===== src/rtl/cnt_tmr_pkg.sv =====
package cnt_tmr_pkg;
  localparam int unsigned ADDR_W = 4;
  localparam int unsigned DATA_W = 8;
  // byte k of the preset / live count sits at A_BYTE0 - k
  localparam logic [ADDR_W-1:0] A_BYTE0 = 4'h7;
  localparam logic [ADDR_W-1:0] A_START = 4'hE;
  localparam logic [ADDR_W-1:0] A_STOP  = 4'hF;

  typedef struct packed {
    logic start;
    logic stop;
  } cmd_t;
endpackage


===== src/rtl/cnt_tmr_regs.sv =====
module cnt_tmr_regs
  import cnt_tmr_pkg::*;
#(
  parameter int unsigned CNT_W      = 16,
  parameter int unsigned MIN_PRESET = 2
) (
  input  logic              clk_i,
  input  logic              rst_ni,
  input  logic              cs_i,
  input  logic              rd_i,
  input  logic              wr_i,
  input  logic [ADDR_W-1:0] addr_i,
  input  logic [DATA_W-1:0] wdata_i,
  input  logic [CNT_W-1:0]  cnt_i,
  output logic [CNT_W-1:0]  preset_o,
  output cmd_t              cmd_o,
  output logic [DATA_W-1:0] rdata_o
);
  localparam int unsigned NB = CNT_W / DATA_W;
  localparam logic [CNT_W-1:0] RST_PRE = CNT_W'(MIN_PRESET);

  logic [DATA_W-1:0] pre_q [NB];
  logic rd_acc, wr_acc;

  assign rd_acc = cs_i & rd_i;
  assign wr_acc = cs_i & wr_i;

  assign cmd_o.start = rd_acc & (addr_i == A_START);
  assign cmd_o.stop  = rd_acc & (addr_i == A_STOP);

  for (genvar k = 0; k < NB; k++) begin : g_byte
    localparam logic [ADDR_W-1:0] BADDR = A_BYTE0 - ADDR_W'(k);

    always_ff @(posedge clk_i or negedge rst_ni) begin
      if (!rst_ni) pre_q[k] <= RST_PRE[k*DATA_W +: DATA_W];
      else if (wr_acc && addr_i == BADDR) pre_q[k] <= wdata_i;
    end

    assign preset_o[k*DATA_W +: DATA_W] = pre_q[k];
  end

  // reads at byte addresses expose the live count, never the preset
  always_comb begin
    rdata_o = '0;
    for (int k = 0; k < NB; k++) begin
      if (rd_acc && addr_i == (A_BYTE0 - ADDR_W'(k))) rdata_o = cnt_i[k*DATA_W +: DATA_W];
    end
  end
endmodule


===== src/rtl/cnt_tmr_prescale.sv =====
module cnt_tmr_prescale #(
  parameter int unsigned PRE_DIV = 16
) (
  input  logic clk_i,
  input  logic rst_ni,
  input  logic en_i,
  input  logic div_i,
  input  logic clr_i,
  output logic tick_o
);
  if (PRE_DIV <= 1) begin : g_direct
    assign tick_o = en_i;
  end else begin : g_div
    localparam int unsigned PW = $clog2(PRE_DIV);
    localparam logic [PW-1:0] LAST = PW'(PRE_DIV - 1);
    logic [PW-1:0] pc_q;

    always_ff @(posedge clk_i or negedge rst_ni) begin
      if (!rst_ni)              pc_q <= '0;
      else if (clr_i)           pc_q <= '0;
      else if (en_i && div_i)   pc_q <= (pc_q == LAST) ? '0 : pc_q + PW'(1);
    end

    assign tick_o = en_i & (~div_i | (pc_q == LAST));
  end
endmodule


===== src/rtl/cnt_tmr_core.sv =====
module cnt_tmr_core #(
  parameter int unsigned CNT_W      = 16,
  parameter int unsigned MIN_PRESET = 2
) (
  input  logic             clk_i,
  input  logic             rst_ni,
  input  logic             timer_i,
  input  logic             tick_i,
  input  logic             start_i,
  input  logic             stop_i,
  input  logic [CNT_W-1:0] preset_i,
  output logic [CNT_W-1:0] cnt_o,
  output logic             run_o,
  output logic             wave_o,
  output logic             ready_o
);
  localparam logic [CNT_W-1:0] MIN_V = CNT_W'(MIN_PRESET);
  localparam logic [CNT_W-1:0] ONE   = CNT_W'(1);

  logic [CNT_W-1:0] cnt_q, eff_pre;
  logic run_q, wave_q, rdy_q;

  assign eff_pre = (preset_i < MIN_V) ? MIN_V : preset_i;

  always_ff @(posedge clk_i or negedge rst_ni) begin
    if (!rst_ni) begin
      cnt_q  <= '0;
      run_q  <= 1'b0;
      wave_q <= 1'b1;
      rdy_q  <= 1'b0;
    end else if (start_i) begin
      cnt_q  <= eff_pre;
      run_q  <= 1'b1;
      wave_q <= 1'b1;
    end else begin
      if (run_q && tick_i) begin
        if (timer_i) begin
          // reload samples the preset here: mid half-period writes apply next time
          if (cnt_q <= ONE) begin
            cnt_q  <= eff_pre;
            wave_q <= ~wave_q;
            if (!wave_q) rdy_q <= 1'b1;
          end else begin
            cnt_q <= cnt_q - ONE;
          end
        end else begin
          cnt_q <= cnt_q - ONE;  // wraps past zero
          if (cnt_q == ONE) begin
            rdy_q  <= 1'b1;
            wave_q <= 1'b0;
          end
        end
      end
      if (stop_i) begin
        rdy_q <= 1'b0;
        if (!timer_i) begin
          run_q  <= 1'b0;
          wave_q <= 1'b1;
        end
      end
    end
  end

  assign cnt_o   = cnt_q;
  assign run_o   = run_q;
  assign wave_o  = wave_q;
  assign ready_o = rdy_q;
endmodule


===== src/rtl/cnt_tmr.sv =====
module cnt_tmr
  import cnt_tmr_pkg::*;
#(
  parameter int unsigned CNT_W      = 16,
  parameter int unsigned PRE_DIV    = 16,
  parameter int unsigned MIN_PRESET = 2
) (
  input  logic              clk_i,
  input  logic              rst_ni,
  input  logic              ct_en_i,
  input  logic              div16_i,
  input  logic              timer_mode_i,
  input  logic              cs_i,
  input  logic              rd_i,
  input  logic              wr_i,
  input  logic [ADDR_W-1:0] addr_i,
  input  logic [DATA_W-1:0] wdata_i,
  output logic [DATA_W-1:0] rdata_o,
  output logic              ready_o,
  output logic              wave_o
);
  cmd_t             cmd;
  logic [CNT_W-1:0] preset, cnt_q;
  logic             tick, run;

  cnt_tmr_regs #(.CNT_W(CNT_W), .MIN_PRESET(MIN_PRESET)) u_regs (
    .clk_i   (clk_i),
    .rst_ni  (rst_ni),
    .cs_i    (cs_i),
    .rd_i    (rd_i),
    .wr_i    (wr_i),
    .addr_i  (addr_i),
    .wdata_i (wdata_i),
    .cnt_i   (cnt_q),
    .preset_o(preset),
    .cmd_o   (cmd),
    .rdata_o (rdata_o)
  );

  cnt_tmr_prescale #(.PRE_DIV(PRE_DIV)) u_pre (
    .clk_i (clk_i),
    .rst_ni(rst_ni),
    .en_i  (ct_en_i),
    .div_i (div16_i),
    .clr_i (cmd.start),
    .tick_o(tick)
  );

  cnt_tmr_core #(.CNT_W(CNT_W), .MIN_PRESET(MIN_PRESET)) u_core (
    .clk_i   (clk_i),
    .rst_ni  (rst_ni),
    .timer_i (timer_mode_i),
    .tick_i  (tick),
    .start_i (cmd.start),
    .stop_i  (cmd.stop),
    .preset_i(preset),
    .cnt_o   (cnt_q),
    .run_o   (run),
    .wave_o  (wave_o),
    .ready_o (ready_o)
  );
endmodule


===== config.mk =====
export PLATFORM = sky130hd
export DESIGN_NAME = cnt_tmr
export DESIGN_NICKNAME = d
export VERILOG_FILES = /design/src/rtl/cnt_tmr_pkg.sv /design/src/rtl/cnt_tmr_regs.sv /design/src/rtl/cnt_tmr_prescale.sv /design/src/rtl/cnt_tmr_core.sv /design/src/rtl/cnt_tmr.sv
export SDC_FILE = /design/constraint.sdc
export NUM_CORES = 1
export LEC_CHECK = 0
export BUFFER_PORTS_ARGS = -buffer_cell sky130_fd_sc_hd__buf_2
export CORE_MARGIN = 8
export CORE_UTILIZATION = 51
export CTS_CLUSTER_DIAMETER = 120
export DETAILED_ROUTE_END_ITERATION = 7
export PLACE_DENSITY = 0.72
export SLEW_MARGIN = 20
export SYNTH_ARGS = -nofsm -noshare
export SYNTH_HDL_FRONTEND = slang
export SYNTH_HIERARCHICAL = 1
export SYNTH_SLANG_ARGS = --single-unit

===== constraint.sdc =====
create_clock -name clk_i -period 2.7 [get_ports clk_i]
set_clock_uncertainty 0.15 [all_clocks]
set_input_delay 0.405 -clock clk_i [delete_from_list [all_inputs] [get_ports clk_i]]
set_output_delay 0.405 -clock clk_i [all_outputs]
set_load 0.02 [all_outputs]

# [Yosys cells after proc, flatten, opt, wreduce, memory -nomap -nowiden]
# Cells that the tools add are included.
[op_classes] bitwise=9 n_eq_ne=9 order_cmp=2 mux=26 n_addsub=2 n_reduce_logical=13
[op_table] op="16-bit 2-to-1 mux" count=5
[op_table] op="16-bit by 1-bit equality test with 1-bit output, second input constant" count=1
[op_table] op="16-bit by 1-bit <= comparator with 1-bit output, second input constant" count=1
[op_table] op="16-bit by 2-bit < comparator with 1-bit output, second input constant" count=1
[op_table] op="1-bit 2-to-1 mux" count=16
[op_table] op="8-bit 2-to-1 mux" count=2
[op_table] op="16-bit by 1-bit subtractor with 16-bit output, second input constant" count=1
[op_table] op="4-bit equality test, second input constant" count=3
[op_table] op="4-bit 2-to-1 mux" count=3
[op_table] op="4-bit by 3-bit equality test with 1-bit output, second input constant" count=2
[op_table] op="2-bit nonzero test" count=4
[op_table] op="1-bit logical AND" count=6
[op_table] op="1-bit bitwise AND" count=5
[op_table] op="5-bit AND reduction" count=1
[op_table] op="4-bit by 1-bit adder with 4-bit output, second input constant" count=1
[op_table] op="3-bit by 1-bit != test with 1-bit output, second input constant" count=1
[op_table] op="3-bit by 2-bit != test with 1-bit output, second input constant" count=1
[op_table] op="1-bit inverter" count=3
[op_table] op="3-bit nonzero test" count=1
[op_table] op="2-bit by 1-bit != test with 1-bit output, second input constant" count=1
[op_table] op="2-bit AND reduction" count=1
[op_table] op="1-bit bitwise OR" count=1
[totals] in_bits=20 ff_bits=39 word_cells=68 output_inout_bits=10

# [Longest topological paths before layout]
[logic_depth] ltp_word=8 ltp_mapped=9 ltp_nobuf=8

# [Cells and area by module]
# Netlist, hierarchy kept.
[by_module_without_submodules] mod="cnt_tmr_core" seq_area_each_um2=476.7 n_inst=1 cells_per_inst=163 area_per_inst_um2=1421.4
[by_module_without_submodules] mod="cnt_tmr_regs" seq_area_each_um2=401.6 n_inst=1 cells_per_inst=52 area_per_inst_um2=763.2
[by_module_without_submodules] mod="cnt_tmr_prescale" seq_area_each_um2=100.1 n_inst=1 cells_per_inst=23 area_per_inst_um2=207.7

# [Least setup slack after synthesis]
# No wires, ideal clock.
[synth_timing] path_kind="register to register" startpoint="register u_pre.g_div.pc_q[0]" endpoint="register u_core.cnt_q[15], in the netlist u_core/cnt_o[15]" arrival_ns=2.088 path_slack_ns=0.340 synth_period_minus_slack_ns=2.360 required_ns=2.428 setup_time_ns=0.122 stages_incl_launch_ff=9 path_cell_list="dfrtp_1 ha_1 nand3_1 a21boi_0 nand2_1 or3_1 or4b_1 o221ai_1 nor2_1"
[synth_between] elab_chain_len=5
[synth_lines] item="start, declared" line="cnt_tmr_prescale.sv:16" rtl="logic [PW-1:0] pc_q;"
[synth_lines] item="start signal, assigned" line="cnt_tmr_prescale.sv:21" rtl="else if (en_i && div_i) pc_q <= (pc_q == LAST) ? '0 : pc_q + PW'(1);"
[synth_lines] item="4-bit equality test" line="cnt_tmr_prescale.sv:24" rtl="assign tick_o = en_i & (~div_i | (pc_q == LAST));"
[synth_lines] item="1-bit bitwise OR" line="cnt_tmr_prescale.sv:24"
[synth_lines] item="1-bit bitwise AND" line="cnt_tmr_prescale.sv:24"
[synth_lines] item="via tick" line="cnt_tmr.sv:24" rtl="logic tick, run;"
[synth_lines] item="1-bit logical AND" line="cnt_tmr_core.sv:36" rtl="if (run_q && tick_i) begin"
[synth_lines] item="2-bit nonzero test (no line)"
[synth_lines] item="end signal, assigned" line="cnt_tmr_core.sv:40" rtl="cnt_q <= eff_pre;"
[synth_lines] item="end signal, assigned" line="cnt_tmr_core.sv:44" rtl="cnt_q <= cnt_q - ONE;"
[synth_lines] item="end signal, assigned" line="cnt_tmr_core.sv:47" rtl="cnt_q <= cnt_q - ONE;"
[synth_lines] item="end, declared" line="cnt_tmr_core.sv:20" rtl="logic [CNT_W-1:0] cnt_q, eff_pre;"
# The timed path passes the listed nets, and every way through them passes these cells.
# A chain may end at the register's enable or synchronous reset.

# [Worst setup path in the final report]
# Ends and elaborated chain as after synthesis.

==> results.md <==
* CP max FO at 5
* Part of the power in the clock network at 0.224
* Mean post-synth cell area at roughly 10 um^2
* #FFs+latches synth at 39
* Max-slew violations at 0
* DR vias/cell at 6.812
* Die W at 84.49 um
* Area contributors post-synth: dfrtp_1 39%, mux2_4 5.0%, mux2_2 3.8%, nor2_1 3.3%, a22o_1 2.9%
* Async SR Flop Fraction at 1.000
* Fin crit share at 0.9121
* Pwr/cell area at approximately 660 nW/um^2
* Most common cell after layout, fill and taps aside: dfrtp_1
* Num ports at 30
* Placed cell areas at around 2600 um^2
* Share of power burned in registers at 0.491
* DRC at 0
* Final GP Congestion at about 0.95
* Crit path DAT at 2.50 ns
* Site Rows at 25
* Clock tree buffer depth at 2
* Sequential fraction of the synthesis area at 0.4090
* Post-CTS Resized at 0
* Nets@finish at a little under 300
* Detail Route Antenna Nets at 0
* Setup TNS at 0 ns
* Highest Clock Rate at 406.1 MHz
* Worst skew pair latency at about 0.30 ns
* RSZ-0062 raised after global routing: no
* WL per Instance at between 20 and 25 um
* Hold_buf cts at 0
* Yosys top cell area share at 0.3870
* Design Area, Final at about 2700 um^2
* CP Class: flip-flop to flip-flop
* DP HPWL at about 4800 um
* CP startpoint kind: flip-flop
* P_leak at between 1 and 1.5 nW
* H-tree levels at 2
* Worst-path clk slew at around 0.08 ns
* Psw at about 0.66 mW
* Status: finished clean
* Finish-stage setup viols at 0
* Most used DFF post-synth: dfrtp_1
* Vias in the first global route at approximately 2200
* Max VDD drop at approximately 0.42 mV
* Max-capacitance violation count at 0
* Layout cell share with drive strength beyond 1 at 0.2862
* DR vias at ~2200
* Required time of the worst setup path at around 2.7 ns
* Root Buffer: clkbuf_8
* CORE AREA at between 4000 and 5000 um^2
* Netlist Area Pre-Place at 2392 um^2
* Hold slack at 0.06376 ns
* Gr usage total at 0.1898
* Remaining Overflow, GRT at 0
* Clock Sink Count at 39
* DRT iter0 DRCs at roughly 390
* Pre-Repair DR Iteration Count at 7
* Initial antenna violation count at 0
* Initial core utilization at 0.5168
* First-pass GRT wire length at 10980 um
* Synth cell types at a little over 60
* Maximum number of pins on one net before global-route repair at 40
* Routed WL at around 6600 um
* Die Span Y at about 84 um
* Final WS setup at 0.2373 ns
* Combinational Power Share at 0.285
* PortBufs at 29
* Most frequent cells in the layout: 37 x dfrtp_1, 29 x buf_2, 21 x nor2_1
* Warnings, synthesis at 6
* Post CTS Setup Buffer Count at 0
* Final Hold Viols at 0
* Switch share at 0.3727
* Ant. Diodes at 0
* Number of fill cells at roughly 400
* Die area at 7139 um^2
* Syn nets at about 260
* Area added between synthesis and finish at 13.55%
* Internal power at around 1.1 mW
* CP endpoint kind: flip-flop
* Synthesized netlist cell count at between 200 and 250
* Rel. slew slack at 0.4216
* Worst slack at placement at slightly below 0.3 ns
* Post-synth EDFFs at 0
* CTS tree: built
* Largest area contributor in the netlist: dfrtp_1
* CTS buffer count at 5
* HP Class: primary input to async pin
* Tightest Pin Transition at ~0.87 ns
* Fin crit period at 2.463 ns
cell usage after synthesis, drive strengths merged (2+ instances only):
library cell / count
nand2: 10
o22a: 3
and2: 2
nor4: 11
a31oi: 5
dfrtp: 37
ha: 3
nand3: 10
dfstp: 2
a311oi: 2
and3: 5
o2111ai: 2
o21ai: 8
a21o: 3
a211oi: 2
buf: 3
nor3: 16
or4: 3
a2111oi: 4
or3b: 2
a21oi: 13
or4b: 2
nand4: 4
clkbuf: 2
a22o: 8
or3: 5
inv: 8
o22ai: 6
mux2: 16
nand3b: 2
nor2: 23
area by class of cell:
| type | instances | area, um^2 | share of cell area |
|---|---|---|---|
| Timing Repair Buffer | 35 | 190.2 | 0.07001 |
| Multi-Input combinational cell | 186 | 1361 | 0.5012 |
| Inverter | 8 | 30.03 | 0.01105 |
| Sequential cell | 39 | 978.4 | 0.3602 |
| Clock buffer | 5 | 68.82 | 0.02533 |
| Clock inverter | 3 | 20.02 | 0.007370 |
| Tap cell | 54 | 67.56 | 0.02487 |
metrics by stage:
stage	util	power (mW)	cells
floorplan	-	1.207	238
detailed placement	0.5676	1.377	322
CTS	0.5868	1.779	330
finish	0.5868	1.780	330
global route	0.5868	1.886	330
global placement	0.5676	1.365	322
state kept, by name, summed over array words and instances, names as in the netlist:
| name | cells |
|---|---|
| u_core/cnt_o | 16 |
| u_core/ready_o | 1 |
| u_core/run_o | 1 |
| u_core/wave_o | 1 |
| u_pre/g_div.pc_q | 4 |
| u_regs/preset_o | 16 |
path summary, 6_finish.rpt:
| path | start | cells after the start | slack, ns | end |
|---|---|---|---|---|
| max in group asynchronous | rst_ni | 1 | 1.79 | u_core/cnt_o[7] |
| setup reg to reg | u_pre/g_div.pc_q[0] | 8 | 0.24 | u_core/cnt_o[15] |
| min in group clk_i | wdata_i[4] | 2 | 0.19 | u_regs/preset_o[12] |
| hold / removal | rst_ni | 1 | 0.06 | u_core/cnt_o[9] |
| setup / recovery | u_pre/g_div.pc_q[0] | 8 | 0.24 | u_core/cnt_o[15] |
| hold reg to reg | u_core/ready_o | 2 | 0.39 | u_core/ready_o |
critical path, stage by stage (launching register included):
cell and delay (ns):
dfrtp_1 0.42, ha_1 0.21, nand3_1 0.09, a21boi_0 0.33
nand2_1 0.13, or3_1 0.36, or4b_1 0.52, o221ai_1 0.09
nor2_1 0.06
routing by layer:
metal | track usage | vias to the layer above | part of all wire
li1 | - | 1017 | -
met1 | 0.2453 | 1096 | 0.44
met2 | 0.3021 | 113 | 0.47
met3 | 0.03512 | 22 | 0.070
met4 | 0.08091 | 0 | 0.020
met5 | 0 | - | 0
power groups by stage:
stage / clock network, mW / logic [mW] / registers, mW
2_1_floorplan: 0 / 0.380 / 0.828
3_3_place_gp: 0 / 0.489 / 0.876
3_5_place_dp: 0 / 0.495 / 0.882
4_1_cts: 0.412 / 0.498 / 0.869
5_1_grt: 0.434 / 0.557 / 0.895
6_report: 0.399 / 0.507 / 0.874
cells by family after synthesis:
family                   synth area share
buffers and inverters             0.02406
multiplexers                      0.09205
flip-flops                         0.4090
adder cells (fa/ha/maj)           0.01569
XOR/XNOR                         0.003662
AND/OR/NAND/NOR                    0.2416
AO/OA/AOI/OAI                      0.2139
(Power assumes the default switching activity.)
